### src/rtl/gdl_pkg.sv
`timescale 1ns/1ps
package gdl_pkg;
  typedef enum logic [1:0] {ARB_FREE, ARB_LAUNCH, ARB_WAIT} arb_state_t;
  typedef enum logic [1:0] {ENG_IDLE, ENG_LOOKUP, ENG_COPY, ENG_DRAIN} eng_state_t;
endpackage

### src/rtl/gdl_arbiter.sv
`timescale 1ns/1ps
module gdl_arbiter #(
  parameter int NREQ  = 2,
  parameter int GID_W = 3,
  parameter int IDX_W = 1
) (
  input  logic                   clk,
  input  logic                   rst,
  input  logic [NREQ-1:0]        req,
  input  logic [NREQ*GID_W-1:0]  gid_bus,
  input  logic                   done,
  output logic [NREQ-1:0]        grant,
  output logic                   start,
  output logic [IDX_W-1:0]       owner,
  output logic [GID_W-1:0]       sel_gid
);
  import gdl_pkg::*;

  arb_state_t       st;
  logic [IDX_W-1:0] win_idx;
  logic             any_req;
  logic [GID_W-1:0] win_gid;

  // Highest index wins: later loop iterations override earlier ones.
  always_comb begin
    win_idx = '0;
    any_req = 1'b0;
    for (int i = 0; i < NREQ; i++) begin
      if (req[i]) begin
        win_idx = IDX_W'(i);
        any_req = 1'b1;
      end
    end
  end

  assign win_gid = gid_bus[win_idx*GID_W +: GID_W];

  always_ff @(posedge clk) begin
    if (rst) begin
      st      <= ARB_FREE;
      grant   <= '0;
      start   <= 1'b0;
      owner   <= '0;
      sel_gid <= '0;
    end else begin
      case (st)
        ARB_FREE: begin
          start <= 1'b0;
          if (done && any_req) begin
            grant   <= NREQ'(1) << win_idx;
            owner   <= win_idx;
            sel_gid <= win_gid;
            start   <= 1'b1;
            st      <= ARB_LAUNCH;
          end
        end
        ARB_LAUNCH: begin
          start <= 1'b0;
          st    <= ARB_WAIT;
        end
        ARB_WAIT: begin
          start <= 1'b0;
          if (done) begin
            grant <= '0;
            st    <= ARB_FREE;
          end
        end
        default: begin
          start <= 1'b0;
          grant <= '0;
          st    <= ARB_FREE;
        end
      endcase
    end
  end
endmodule

### src/rtl/gdl_loc_table.sv
`timescale 1ns/1ps
module gdl_loc_table #(
  parameter int GID_W   = 3,
  parameter int CADDR_W = 10,
  parameter int LEN_W   = 9
) (
  input  logic               clk,
  input  logic               we,
  input  logic [GID_W-1:0]   wgid,
  input  logic [CADDR_W-1:0] wbase,
  input  logic [LEN_W-1:0]   wlen,
  input  logic [GID_W-1:0]   rgid,
  output logic [CADDR_W-1:0] rbase,
  output logic [LEN_W-1:0]   rlen
);
  localparam int DEPTH = 1 << GID_W;
  localparam int ENT_W = CADDR_W + LEN_W;

  logic [ENT_W-1:0] mem [DEPTH];
  logic [ENT_W-1:0] rd_q;

  // Simple dual-port RAM with registered read.
  always_ff @(posedge clk) begin
    if (we) mem[wgid] <= {wbase, wlen};
    rd_q <= mem[rgid];
  end

  assign {rbase, rlen} = rd_q;
endmodule

### src/rtl/gdl_copy_engine.sv
`timescale 1ns/1ps
module gdl_copy_engine #(
  parameter int NREQ    = 2,
  parameter int IDX_W   = 1,
  parameter int CADDR_W = 10,
  parameter int LADDR_W = 8,
  parameter int DATA_W  = 32
) (
  input  logic                 clk,
  input  logic                 rst,
  input  logic                 start,
  input  logic [IDX_W-1:0]     owner,
  input  logic [CADDR_W-1:0]   loc_base,
  input  logic [LADDR_W:0]     loc_len,
  output logic                 cmem_rd,
  output logic [CADDR_W-1:0]   cmem_addr,
  input  logic [DATA_W-1:0]    cmem_rdata,
  output logic [NREQ-1:0]      wr_en,
  output logic [LADDR_W-1:0]   wr_addr,
  output logic [DATA_W-1:0]    wr_data,
  output logic                 done
);
  import gdl_pkg::*;
  localparam int LEN_W = LADDR_W + 1;

  eng_state_t         st;
  logic [IDX_W-1:0]   own_q;
  logic [LEN_W-1:0]   left_q;
  // issue stage (address toward shared memory)
  logic               iss_v, iss_last;
  logic [LADDR_W-1:0] iss_idx;
  logic [CADDR_W-1:0] addr_q;
  // pending stage (waiting for read data)
  logic               pend_v, pend_last;
  logic [LADDR_W-1:0] pend_idx;
  // output stage
  logic               out_last;

  assign cmem_rd   = iss_v;
  assign cmem_addr = addr_q;

  always_ff @(posedge clk) begin
    if (rst) begin
      st        <= ENG_IDLE;
      done      <= 1'b1;
      own_q     <= '0;
      left_q    <= '0;
      iss_v     <= 1'b0;
      iss_last  <= 1'b0;
      iss_idx   <= '0;
      addr_q    <= '0;
      pend_v    <= 1'b0;
      pend_last <= 1'b0;
      pend_idx  <= '0;
      wr_en     <= '0;
      wr_addr   <= '0;
      wr_data   <= '0;
      out_last  <= 1'b0;
    end else begin
      pend_v    <= iss_v;
      pend_last <= iss_v & iss_last;
      pend_idx  <= iss_idx;
      wr_en     <= pend_v ? (NREQ'(1) << own_q) : '0;
      wr_addr   <= pend_idx;
      wr_data   <= cmem_rdata;
      out_last  <= pend_last;

      case (st)
        ENG_IDLE: begin
          iss_v <= 1'b0;
          if (start) begin
            own_q <= owner;
            done  <= 1'b0;
            st    <= ENG_LOOKUP;
          end
        end
        ENG_LOOKUP: begin
          if (loc_len == '0) begin
            done <= 1'b1;
            st   <= ENG_IDLE;
          end else begin
            iss_v    <= 1'b1;
            addr_q   <= loc_base;
            iss_idx  <= '0;
            iss_last <= (loc_len == LEN_W'(1));
            left_q   <= loc_len - 1'b1;
            st       <= ENG_COPY;
          end
        end
        ENG_COPY: begin
          if (left_q != '0) begin
            iss_v    <= 1'b1;
            addr_q   <= addr_q + 1'b1;
            iss_idx  <= iss_idx + 1'b1;
            iss_last <= (left_q == LEN_W'(1));
            left_q   <= left_q - 1'b1;
          end else begin
            iss_v    <= 1'b0;
            iss_last <= 1'b0;
            st       <= ENG_DRAIN;
          end
        end
        ENG_DRAIN: begin
          if (out_last) begin
            done <= 1'b1;
            st   <= ENG_IDLE;
          end
        end
        default: begin
          iss_v <= 1'b0;
          done  <= 1'b1;
          st    <= ENG_IDLE;
        end
      endcase
    end
  end
endmodule

### src/rtl/graph_dma_loader.sv
`timescale 1ns/1ps
module graph_dma_loader #(
  parameter int GID_W   = 3,
  parameter int CADDR_W = 10,
  parameter int LADDR_W = 8,
  parameter int DATA_W  = 32
) (
  input  logic               clk,
  input  logic               rst,
  input  logic [1:0]         req,
  input  logic [GID_W-1:0]   gid_m0,
  input  logic [GID_W-1:0]   gid_m1,
  output logic [1:0]         grant,
  input  logic               tbl_we,
  input  logic [GID_W-1:0]   tbl_gid,
  input  logic [CADDR_W-1:0] tbl_base,
  input  logic [LADDR_W:0]   tbl_len,
  output logic               cmem_rd,
  output logic [CADDR_W-1:0] cmem_addr,
  input  logic [DATA_W-1:0]  cmem_rdata,
  output logic [1:0]         wr_en,
  output logic [LADDR_W-1:0] wr_addr,
  output logic [DATA_W-1:0]  wr_data,
  output logic               done
);
  localparam int NREQ  = 2;
  localparam int IDX_W = 1;
  localparam int LEN_W = LADDR_W + 1;

  logic               start;
  logic [IDX_W-1:0]   owner;
  logic [GID_W-1:0]   sel_gid;
  logic [CADDR_W-1:0] loc_base;
  logic [LEN_W-1:0]   loc_len;

  gdl_arbiter #(.NREQ(NREQ), .GID_W(GID_W), .IDX_W(IDX_W)) u_arb (
    .clk(clk), .rst(rst), .req(req), .gid_bus({gid_m1, gid_m0}),
    .done(done), .grant(grant), .start(start), .owner(owner),
    .sel_gid(sel_gid)
  );

  gdl_loc_table #(.GID_W(GID_W), .CADDR_W(CADDR_W), .LEN_W(LEN_W)) u_tbl (
    .clk(clk), .we(tbl_we), .wgid(tbl_gid), .wbase(tbl_base), .wlen(tbl_len),
    .rgid(sel_gid), .rbase(loc_base), .rlen(loc_len)
  );

  gdl_copy_engine #(.NREQ(NREQ), .IDX_W(IDX_W), .CADDR_W(CADDR_W),
                    .LADDR_W(LADDR_W), .DATA_W(DATA_W)) u_eng (
    .clk(clk), .rst(rst), .start(start), .owner(owner),
    .loc_base(loc_base), .loc_len(loc_len),
    .cmem_rd(cmem_rd), .cmem_addr(cmem_addr), .cmem_rdata(cmem_rdata),
    .wr_en(wr_en), .wr_addr(wr_addr), .wr_data(wr_data), .done(done)
  );
endmodule

### config.mk
export PLATFORM = sky130hd
export DESIGN_NAME = graph_dma_loader
export DESIGN_NICKNAME = d
export VERILOG_FILES = /design/src/rtl/gdl_pkg.sv /design/src/rtl/gdl_arbiter.sv /design/src/rtl/gdl_loc_table.sv /design/src/rtl/gdl_copy_engine.sv /design/src/rtl/graph_dma_loader.sv
export SDC_FILE = /design/constraint.sdc
export NUM_CORES = 1
export LEC_CHECK = 0
export BUFFER_PORTS_ARGS = -buffer_cell sky130_fd_sc_hd__buf_2
export CORE_ASPECT_RATIO = 1.4
export CORE_UTILIZATION = 58
export DETAILED_ROUTE_END_ITERATION = 8
export MAX_ROUTING_LAYER = met4
export PLACE_DENSITY = 0.79
export SLEW_MARGIN = 15
export SYNTH_ARGS = -nofsm -noshare
export SYNTH_HDL_FRONTEND = slang
export SYNTH_SLANG_ARGS = --single-unit
### constraint.sdc
create_clock -name clk -period 3.5 [get_ports clk]
set_input_delay 0.875 -clock clk [delete_from_list [all_inputs] [get_ports clk]]
set_output_delay 0.875 -clock clk [all_outputs]
set_load 0.01 [all_outputs]
* Word-level counts from Yosys, hierarchy flattened
Memory sizes are Yosys's and may differ from the RTL's. A register that Yosys moved wholly into a read port is not among the register bits.
Index checks and enable logic that the tools add are counted.
Widths: inputs -> output; s select.
** Storage, ports and cells
- Output and inout port bits :: 56
- Memory bits (writable) :: 152
- Input port bits :: 65
- Bits in registers :: 95
- Word-level logic and storage cells :: 102
- Memories :: 1
** Cells by class
- Reduce and logical (&&, ||, !) cells :: 19
- Mux-type cells :: 35
- Add/sub/neg operators :: 4
- $mul :: 1
- Equal/unequal tests :: 15
- Bitwise operators :: 4
- Shifts and indexed selects :: 3
** Memory list
- u_tbl.mem :: words 8, bits a word 19, rd ports 1, clocked after Yosys merged registers in 1, wr ports 1, RTL line gdl_loc_table.sv:19 : logic [ENT_W-1:0] mem [DEPTH];
** Operators by type and width (count)
- $mux 10 :: 2
- $pmux 10 s2 :: 1
- $eq 9x1->1 const B :: 2
- $mux 9 :: 2
- $pmux 9 s2 :: 1
- $sub 9x1->9 const B :: 2
- $mux 8 :: 2
- $pmux 8 s2 :: 1
- $mux 2 :: 7
- $mux 1 :: 13
- $pmux 2 s3 :: 2
- $add 10x1->10 const B :: 1
- $ne 2x1->1 const B :: 5
- $reduce_and 2->1 :: 5
- $logic_not 9->1 :: 1
- $reduce_and 3->1 :: 3
- $reduce_bool 9->1 :: 1
- $add 8x1->8 const B :: 1
- $pmux 2 s4 :: 1
- $eq 2x2->1 const B :: 3
- $ne 2x2->1 const B :: 3
- $pmux 1 s3 :: 2
- $reduce_bool 3->1 :: 2
- $shiftx 6x4->3 :: 1
- 11 further kinds :: 17

* Depth between registers and ports, before layout
Gate-level depths: netlist of run 1.
- Depth in word-level cells :: 5
- Depth in mapped cells :: 8
- Gate-level depth less buffers :: 6

* By module
Synthesis of run 1 repeated with hierarchy kept, for this count alone.
** Second synthesis, totals
- Cell total of the unflattened synthesis :: 687
- Area total of the unflattened synthesis :: 10422.5 µm²
** By module, submodules not included
- gdl_loc_table :: cells each 251, sequential area each 4944.7 µm², area an instance 6259.8 µm², instances 1
- gdl_copy_engine :: cells each 397, sequential area each 1721.7 µm², area an instance 3764.9 µm², instances 1
- gdl_arbiter :: cells each 39, sequential area each 180.2 µm², area an instance 397.9 µm², instances 1

* Least setup slack after synthesis of run 1
OpenSTA, ideal clock, no wires.
- Path type :: input -> register
- Start point :: in tbl_gid[2]
- End point :: mem u_tbl.mem[0][0] in the netlist's numbering (enable)
- Setup slack :: 0.692 ns
- Data arrival time :: 2.389 ns
- Setup time :: 0.419 ns
- Cell stages on the path :: 2
- Required time :: 3.081 ns
- Buffers on the path :: 0
- Cell sequence :: nand2b_1 -> nor3_1
** RTL lines
- start, declared :: RTL line graph_dma_loader.sv:15 : input logic [GID_W-1:0] tbl_gid,
- end, declared :: RTL line gdl_loc_table.sv:19
No word-level cell before the write port.

* Worst setup path in the final report of run 1
- Start point :: reg u_eng.left_q[4]
- End point :: reg u_eng.left_q[6]
** Between the ends
- Cells in the longest elaborated chain, start to end :: 3
- Elaborated cells on any way between the ends :: 6
- Classes of those cells :: add/sub (1); eq/ne (1); mux (2); reduce/logical (2)
** Ends and longest elaborated chain
- start, declared :: RTL line gdl_copy_engine.sv:28 : logic [LEN_W-1:0] left_q;
- start signal, assigned :: RTL line gdl_copy_engine.sv:86 : left_q <= loc_len - 1'b1;
- start signal, assigned :: RTL line gdl_copy_engine.sv:96 : left_q <= left_q - 1'b1;
- $sub 9x1->9 / $reduce_bool 9->1 (equally long branches) :: RTL line gdl_copy_engine.sv:96, gdl_copy_engine.sv:91
- $mux 9 / $ne 2x1->1 (equally long branches)
- $pmux 9 s2 / $reduce_and 3->1 (equally long branches)
Several ways; a longest one is shown, not always the timed one. The select of a mux whose other input is x is not followed.
A chain may end at the register's enable or synchronous reset.

==> results.py, run 1 <==
metrics = {
    "detailed_routing": {
        "drtIter0Drc": 433,
        "route.detailed.drc": 0,
        "routed_wl_mm": 20.8,
        "first_pass_iters": 7,
        "via_count": 6311,
        "via_per_inst": 5.90,
        "antenna_left": 0,
        "routedWlPerCell_um": 19.4,
    },
    "yosys": {
        "synth-main-ff-cell": "edfxtp_1",
        "synth.avg_cell_area_um2": 14.7,
        "synthesis.area_um2": 10200,
        "synth_top_area_cell": "edfxtp_1",
        "synthesis.nets": 774,
        "synthMostInstantiatedCell": "edfxtp_1",
        "synth_edf_count": 152,
        "synthArstFlopShare_pct": 0,
        "synthTopCellsByArea": "edfxtp_1, dfxtp_1, mux4_2",
        "synth_top_area_share_pct": 44.6,
        "synth.distinct_cells": 61,
        "seq_area_frac_synth_pct": 66.9,
        "synth_warnings": 0,
        "ys_top_cells_by_count": "edfxtp_1, dfxtp_1, nor2b_1",
        "ys_ff_latch": 266,
        "syn_inst": 695,
    },
    "clocking": {
        "cts_hold_buffers": 0,
        "cts.sinks": 266,
        "clk_pin_slew_ns": 0.06,
        "cts_root_buffer": "clkbuf_16",
        "cts_htree_levels": 1,
        "ctsResizeCount": 0,
        "cts_buffer_depth": 3,
        "worst_skew_pair.late_latency_ns": 0.51,
        "cts_buffers": 24,
        "cts_tree": "built",
        "postCtsSetupBuffers": 0,
    },
    "global_route": {
        "grt_pass1_wl_mm": 32.8,
        "grt_pass1_vias": 6481,
        "grt_use_met1_pct": 27.1,
        "antenna_found_initial": 0,
        "overflow": 0,
        "gr-max-usage-layer": "met2",
        "grt_start_max_net_pins": 82,
        "gr-usage-met2_pct": 43.5,
        "use_met3_pct": 3.31,
        "track_usage_pct": 24.1,
    },
    "setup_path": {
        "arrival_ns": 2.92,
        "r2r_end": "u_eng.left_q[6]",
        "reg2reg_slack_ns": 0.98,
        "crit_fanout": 17,
        "worstSetupPathType": "flop to flop",
        "r2r-start": "u_eng.left_q[4]",
        "critPathCaptureType": "flop",
        "start_kind": "flop",
        "required_ns": 3.91,
        "reg2reg_depth": 5,
    },
    "floorplanning": {
        "start_util_pct": 59.1,
        "dieArea_um2": 18200,
        "num_rows": 57,
        "die-height_um": 159,
        "io_pins": 121,
        "die_w_um": 114,
        "core-area_um2": 17300,
    },
    "timing": {
        "rsz0062_at_grt": "false",
        "tns_ns": 0,
        "min_period_ns": 2.52,
        "min_period_over_period_pct": 71.9,
        "worst_slew_pin_slew_ns": 1.15,
        "finalSetupViolCount": 0,
        "maxSlewHeadroom_pct": 22.9,
        "hold_violations": 0,
        "fmax_ghz": 0.397,
        "skew_ns": 0.00965,
        "drv_slew": 0,
    },
    "power_and_ir_drop": {
        "power_density_nw_per_um2": 725,
        "leakagePower_nw": 4.29,
        "ir_drop_mv": 0.504,
    },
    "placement": {
        "routabilityCongestion": 0.855,
        "placed_cell_area_um2": 11100,
        "portBuffers": 120,
        "place_hpwl_mm": 12.7,
    },
    "hold_path": {
        "min_to": "u_eng.wr_addr[0]",
        "min_path_type": "flop to flop",
        "hold_depth": 1,
        "hp-start": "u_eng.pend_idx[0]",
    },
    "final_layout": {
        "diodes": 0,
        "drive_above_1_share_pct": 29.3,
        "syn_to_final_growth_pct": 16.4,
        "final_cell_area_um2": 11900,
        "num-nets-final": 895,
    },
    "run_status": {
        "status": "finished, final reports clean",
    },
    "flow_run": {
        "cap_violations": 0,
    },
}
## routing by layer
metal	wire [µm]	vias to the layer above
met4	469	0
met2	11400	252
li1	-	2905
met5	0	-
met3	1240	39
met1	7710	3115
## how the worst max path moves through the flow
stage,depth (start not counted),end,start
5_1_grt,5,u_eng.cmem_addr[9],u_eng.st[0]
2_1_floorplan,2,u_tbl.mem[0][0],tbl_gid[2]
3_3_place_gp,6,u_eng.cmem_addr[4],u_tbl.rd_q[0]
4_1_cts,5,u_eng.left_q[6],u_eng.left_q[4]
6_report,5,u_eng.left_q[6],u_eng.left_q[4]
3_5_place_dp,5,u_eng.left_q[6],u_eng.left_q[4]
## area by class of cell
| class | instances | area, µm² |
|---|---|---|
| Timing Repair Buffer | 135 | 713 |
| Clock buffer | 37 | 757 |
| Fill cell | 1173 | 5410 |
| Tap cell | 236 | 295 |
| Clock inverter | 7 | 82.6 |
| Sequential cell | 266 | 6850 |
| Inverter | 16 | 60.1 |
| Multi-Input combinational cell | 373 | 3160 |
## cell usage in the layout (no fill, tap or decap), types with 6 or more instances in the layout
master and n:
a211oi_1 6, a21oi_1 22, a31oi_1 7, buf_2 120, buf_4 15, clkbuf_16 26
clkbuf_8 6, dfxtp_1 113, edfxtp_1 152, ha_1 14, inv_1 18, mux2_2 19
mux2i_1 7, mux4_2 38, nand2_1 26, nand2b_1 10, nand3_1 11, nand4_1 9
nor2_1 21, nor2b_1 51, nor3_1 16, nor4_1 10, o21ai_0 19, o31ai_1 13
or4_1 9
## power by group
part / switching [mW] / internal (mW)
logic: 1.02 / 0.897
registers: 0.363 / 3.66
clock network: 1.06 / 1.63
total: 2.45 / 6.19
## through the flow
stage	std cells	util, %	power, mW	setup slack, ns	hold WS (ns)
floorplan	695	-	5.40	0.692	0.412
global placement	1026	63.9	5.88	1.17	0.417
detailed placement	1026	63.9	5.97	1.03	0.423
CTS	1070	68.8	8.68	1.02	0.438
global route	1070	68.8	9.02	0.835	0.448
finish	1070	68.8	8.64	0.982	0.435
## registers in the layout, summed over array words and instances, names as in the netlist, 2 cells and up, named ones only
| register | count |
|---|---|
| u_arb.grant | 2 |
| u_arb.sel_gid | 3 |
| u_arb.st | 2 |
| u_eng.cmem_addr | 10 |
| u_eng.iss_idx | 8 |
| u_eng.left_q | 9 |
| u_eng.pend_idx | 8 |
| u_eng.wr_addr | 8 |
| u_eng.wr_data | 32 |
| u_eng.wr_en | 2 |
| u_tbl.mem | 152 |
| u_tbl.rd_q | 19 |
## cell families (layout without fill, tap and decap cells)
kind of cell | count (synthesis) | after routing | synth area share [%]
mux | 64 | 64 | 11.1
compound gates | 104 | 104 | 7.12
flops | 266 | 266 | 66.9
buf+inv | 56 | 195 | 2.44
fa+ha+maj | 14 | 14 | 1.71
xor+xnor | 2 | 2 | 0.171
simple gates | 189 | 189 | 10.6
## critical path: stages, from the launching register on
cell and delay [ns]:
dfxtp_1 0.35, or4_4 0.60, nor4_4 0.77, buf_4 0.34, nor3_1 0.08, nor4_1 0.28
Power figures use the tool's default switching activity.
==> inputs of run 2 (changes only) <==
CORE_UTILIZATION = 52   (was 58)
PLACE_DENSITY = 0.75   (was 0.79)
clock period = 2.1 ns   (was 3.5 ns; I/O delays follow)
==> results.py, run 2 (synthesized netlist as in run 1, its figures left out) <==
metrics = {
    "power_and_ir_drop": {
        "ir_drop_mv": 0.847,
        "power_density_nw_per_um2": 1220,
        "power_mw": 15.0,
        "leakagePower_nw": 4.50,
    },
    "timing": {
        "post-route-worst-setup-slack_ns": 0.0171,
        "drv_slew": 0,
        "finalSetupViolCount": 0,
        "maxSlewHeadroom_pct": 58.7,
        "min_period_over_period_pct": 99.2,
        "whs_ns": 0.214,
        "hold_violations": 0,
        "min_period_ns": 2.08,
        "worst_slew_pin_slew_ns": 0.610,
        "tns_ns": 0,
        "fmax_ghz": 0.480,
        "skew_ns": 0.0204,
    },
    "global_route": {
        "grt_pass1_wl_mm": 32.9,
        "track_usage_pct": 21.6,
        "antenna_found_initial": 0,
        "overflow": 0,
        "grt_pass1_vias": 6425,
        "grt_start_max_net_pins": 47,
    },
    "placement": {
        "place_ws_ns": 0.0122,
        "routabilityCongestion": 0.813,
        "place_hpwl_mm": 13.4,
        "portBuffers": 120,
    },
    "final_layout": {
        "regMostFlops": "u_tbl.mem",
        "multi_input_area_um2": 3220,
        "largest_reg_flops": 152,
        "drive_above_1_share_pct": 33.5,
        "reg_top3": "u_tbl.mem (152), u_eng.wr_data (32), u_tbl.rd_q (19)",
        "seqCellArea_um2": 6850,
        "syn_to_final_growth_pct": 20.6,
        "final_util_pct": 64.0,
        "final_common_cell": "edfxtp_1",
        "nFillCells": 1378,
        "diodes": 0,
        "num-nets-final": 933,
        "most-common-layout-cells": "edfxtp_1, buf_2, dfxtp_1",
    },
    "setup_path": {
        "required_ns": 2.48,
        "arrival_ns": 2.46,
        "critPathCaptureType": "flop",
        "crit_fanout": 5,
        "start_kind": "flop",
        "worstSetupPathType": "flop to flop",
    },
    "detailed_routing": {
        "routedWlPerCell_um": 19.1,
        "via_count": 6386,
        "via_per_inst": 5.71,
        "antenna_left": 0,
        "routed_wl_mm": 21.4,
        "drtIter0Drc": 346,
        "route.detailed.drc": 0,
        "first_pass_iters": 5,
    },
    "clocking": {
        "clk_pin_slew_ns": 0.07,
        "cts.sinks": 266,
        "cts_root_buffer": "clkbuf_16",
        "worst_skew_pair.late_latency_ns": 0.52,
        "cts_buffers": 24,
        "cts_htree_levels": 1,
        "cts_tree": "built",
        "cts_buffer_depth": 3,
    },
    "floorplanning": {
        "die_w_um": 121,
        "num_rows": 60,
        "dieArea_um2": 20300,
        "start_util_pct": 53.1,
        "io_pins": 121,
        "die-height_um": 168,
        "core-area_um2": 19300,
    },
    "hold_path": {
        "min_path_type": "input pin to flop",
    },
    "flow_run": {
        "cap_violations": 0,
    },
    "run_status": {
        "status": "finished, final reports clean",
    },
}
==> run 2: cell count changes in the layout (fill, tap and decap cells not counted), moves of 2 or more <==
cell and delta:
dfxtp_1 -3, nor4_1 -3, buf_12 +5, buf_4 +31, clkbuf_8 -4, dfxtp_2 +2, inv_1 -3, nor4_2 +2
inv_2 +2
==> run 2: worst max-delay path: stages (launching register included) <==
cell     delay (ns)
dfxtp_4        0.35
buf_4          0.14
or4_1          0.63
o21ai_0        0.20
nor4b_1        0.53
nor4_1         0.10
==> run 2: final timing paths <==
check | start | to | slack [ns] | depth (start not counted)
setup / recovery | u_tbl.rd_q[1] | u_eng.left_q[7] | 0.02 | 5
hold / removal | cmem_rdata[27] | u_eng.wr_data[27] | 0.21 | 2
setup reg to reg | u_tbl.rd_q[1] | u_eng.left_q[7] | 0.02 | 5
hold reg to reg | u_eng.pend_idx[1] | u_eng.wr_addr[1] | 0.43 | 1
==> run 2: cell type report <==
cell class              count  area share (%)
clock buffers              32            5.61
well taps                 248            2.51
multi-input cells         373            26.1
flip-flops and latches    266            55.5
clock inverters            11            1.02
inverters                  16           0.507
repair buffers            173            8.76
==> run 2: report_power, final <==
group	switching, mW	internal (mW)
Sequential	0.447	6.11
Clock	1.79	2.68
Combinational	2.03	1.95
Total	4.27	10.7
==> run 2: timing repair <==
| item | in CTS | in global routing |
|---|---|---|
| pin swaps | 0 | 3 |
| hold buffers | 0 | 0 |
| gates cloned | 0 | 1 |
| buffers inserted | 2 | 6 |
| setup endpoints to repair | 7 | 21 |
| resized for setup | 2 | 21 |
==> run 2: per-layer routing <==
metal | up-vias | global-route usage, % | part of all wire, %
li1 | 2985 | - | -
met3 | 43 | 3.18 | 5.6
met4 | 0 | 7.25 | 2.4
met1 | 3115 | 24.5 | 39
met2 | 243 | 38.6 | 53
met5 | - | - | 0
==> run 2: through the flow <==
step	cells	instance area (µm²)
final	1119	12300
after global routing	1119	12300
after CTS	1112	12200
after detailed placement	1067	11400
after global placement	1067	11400
after floorplan	695	10300
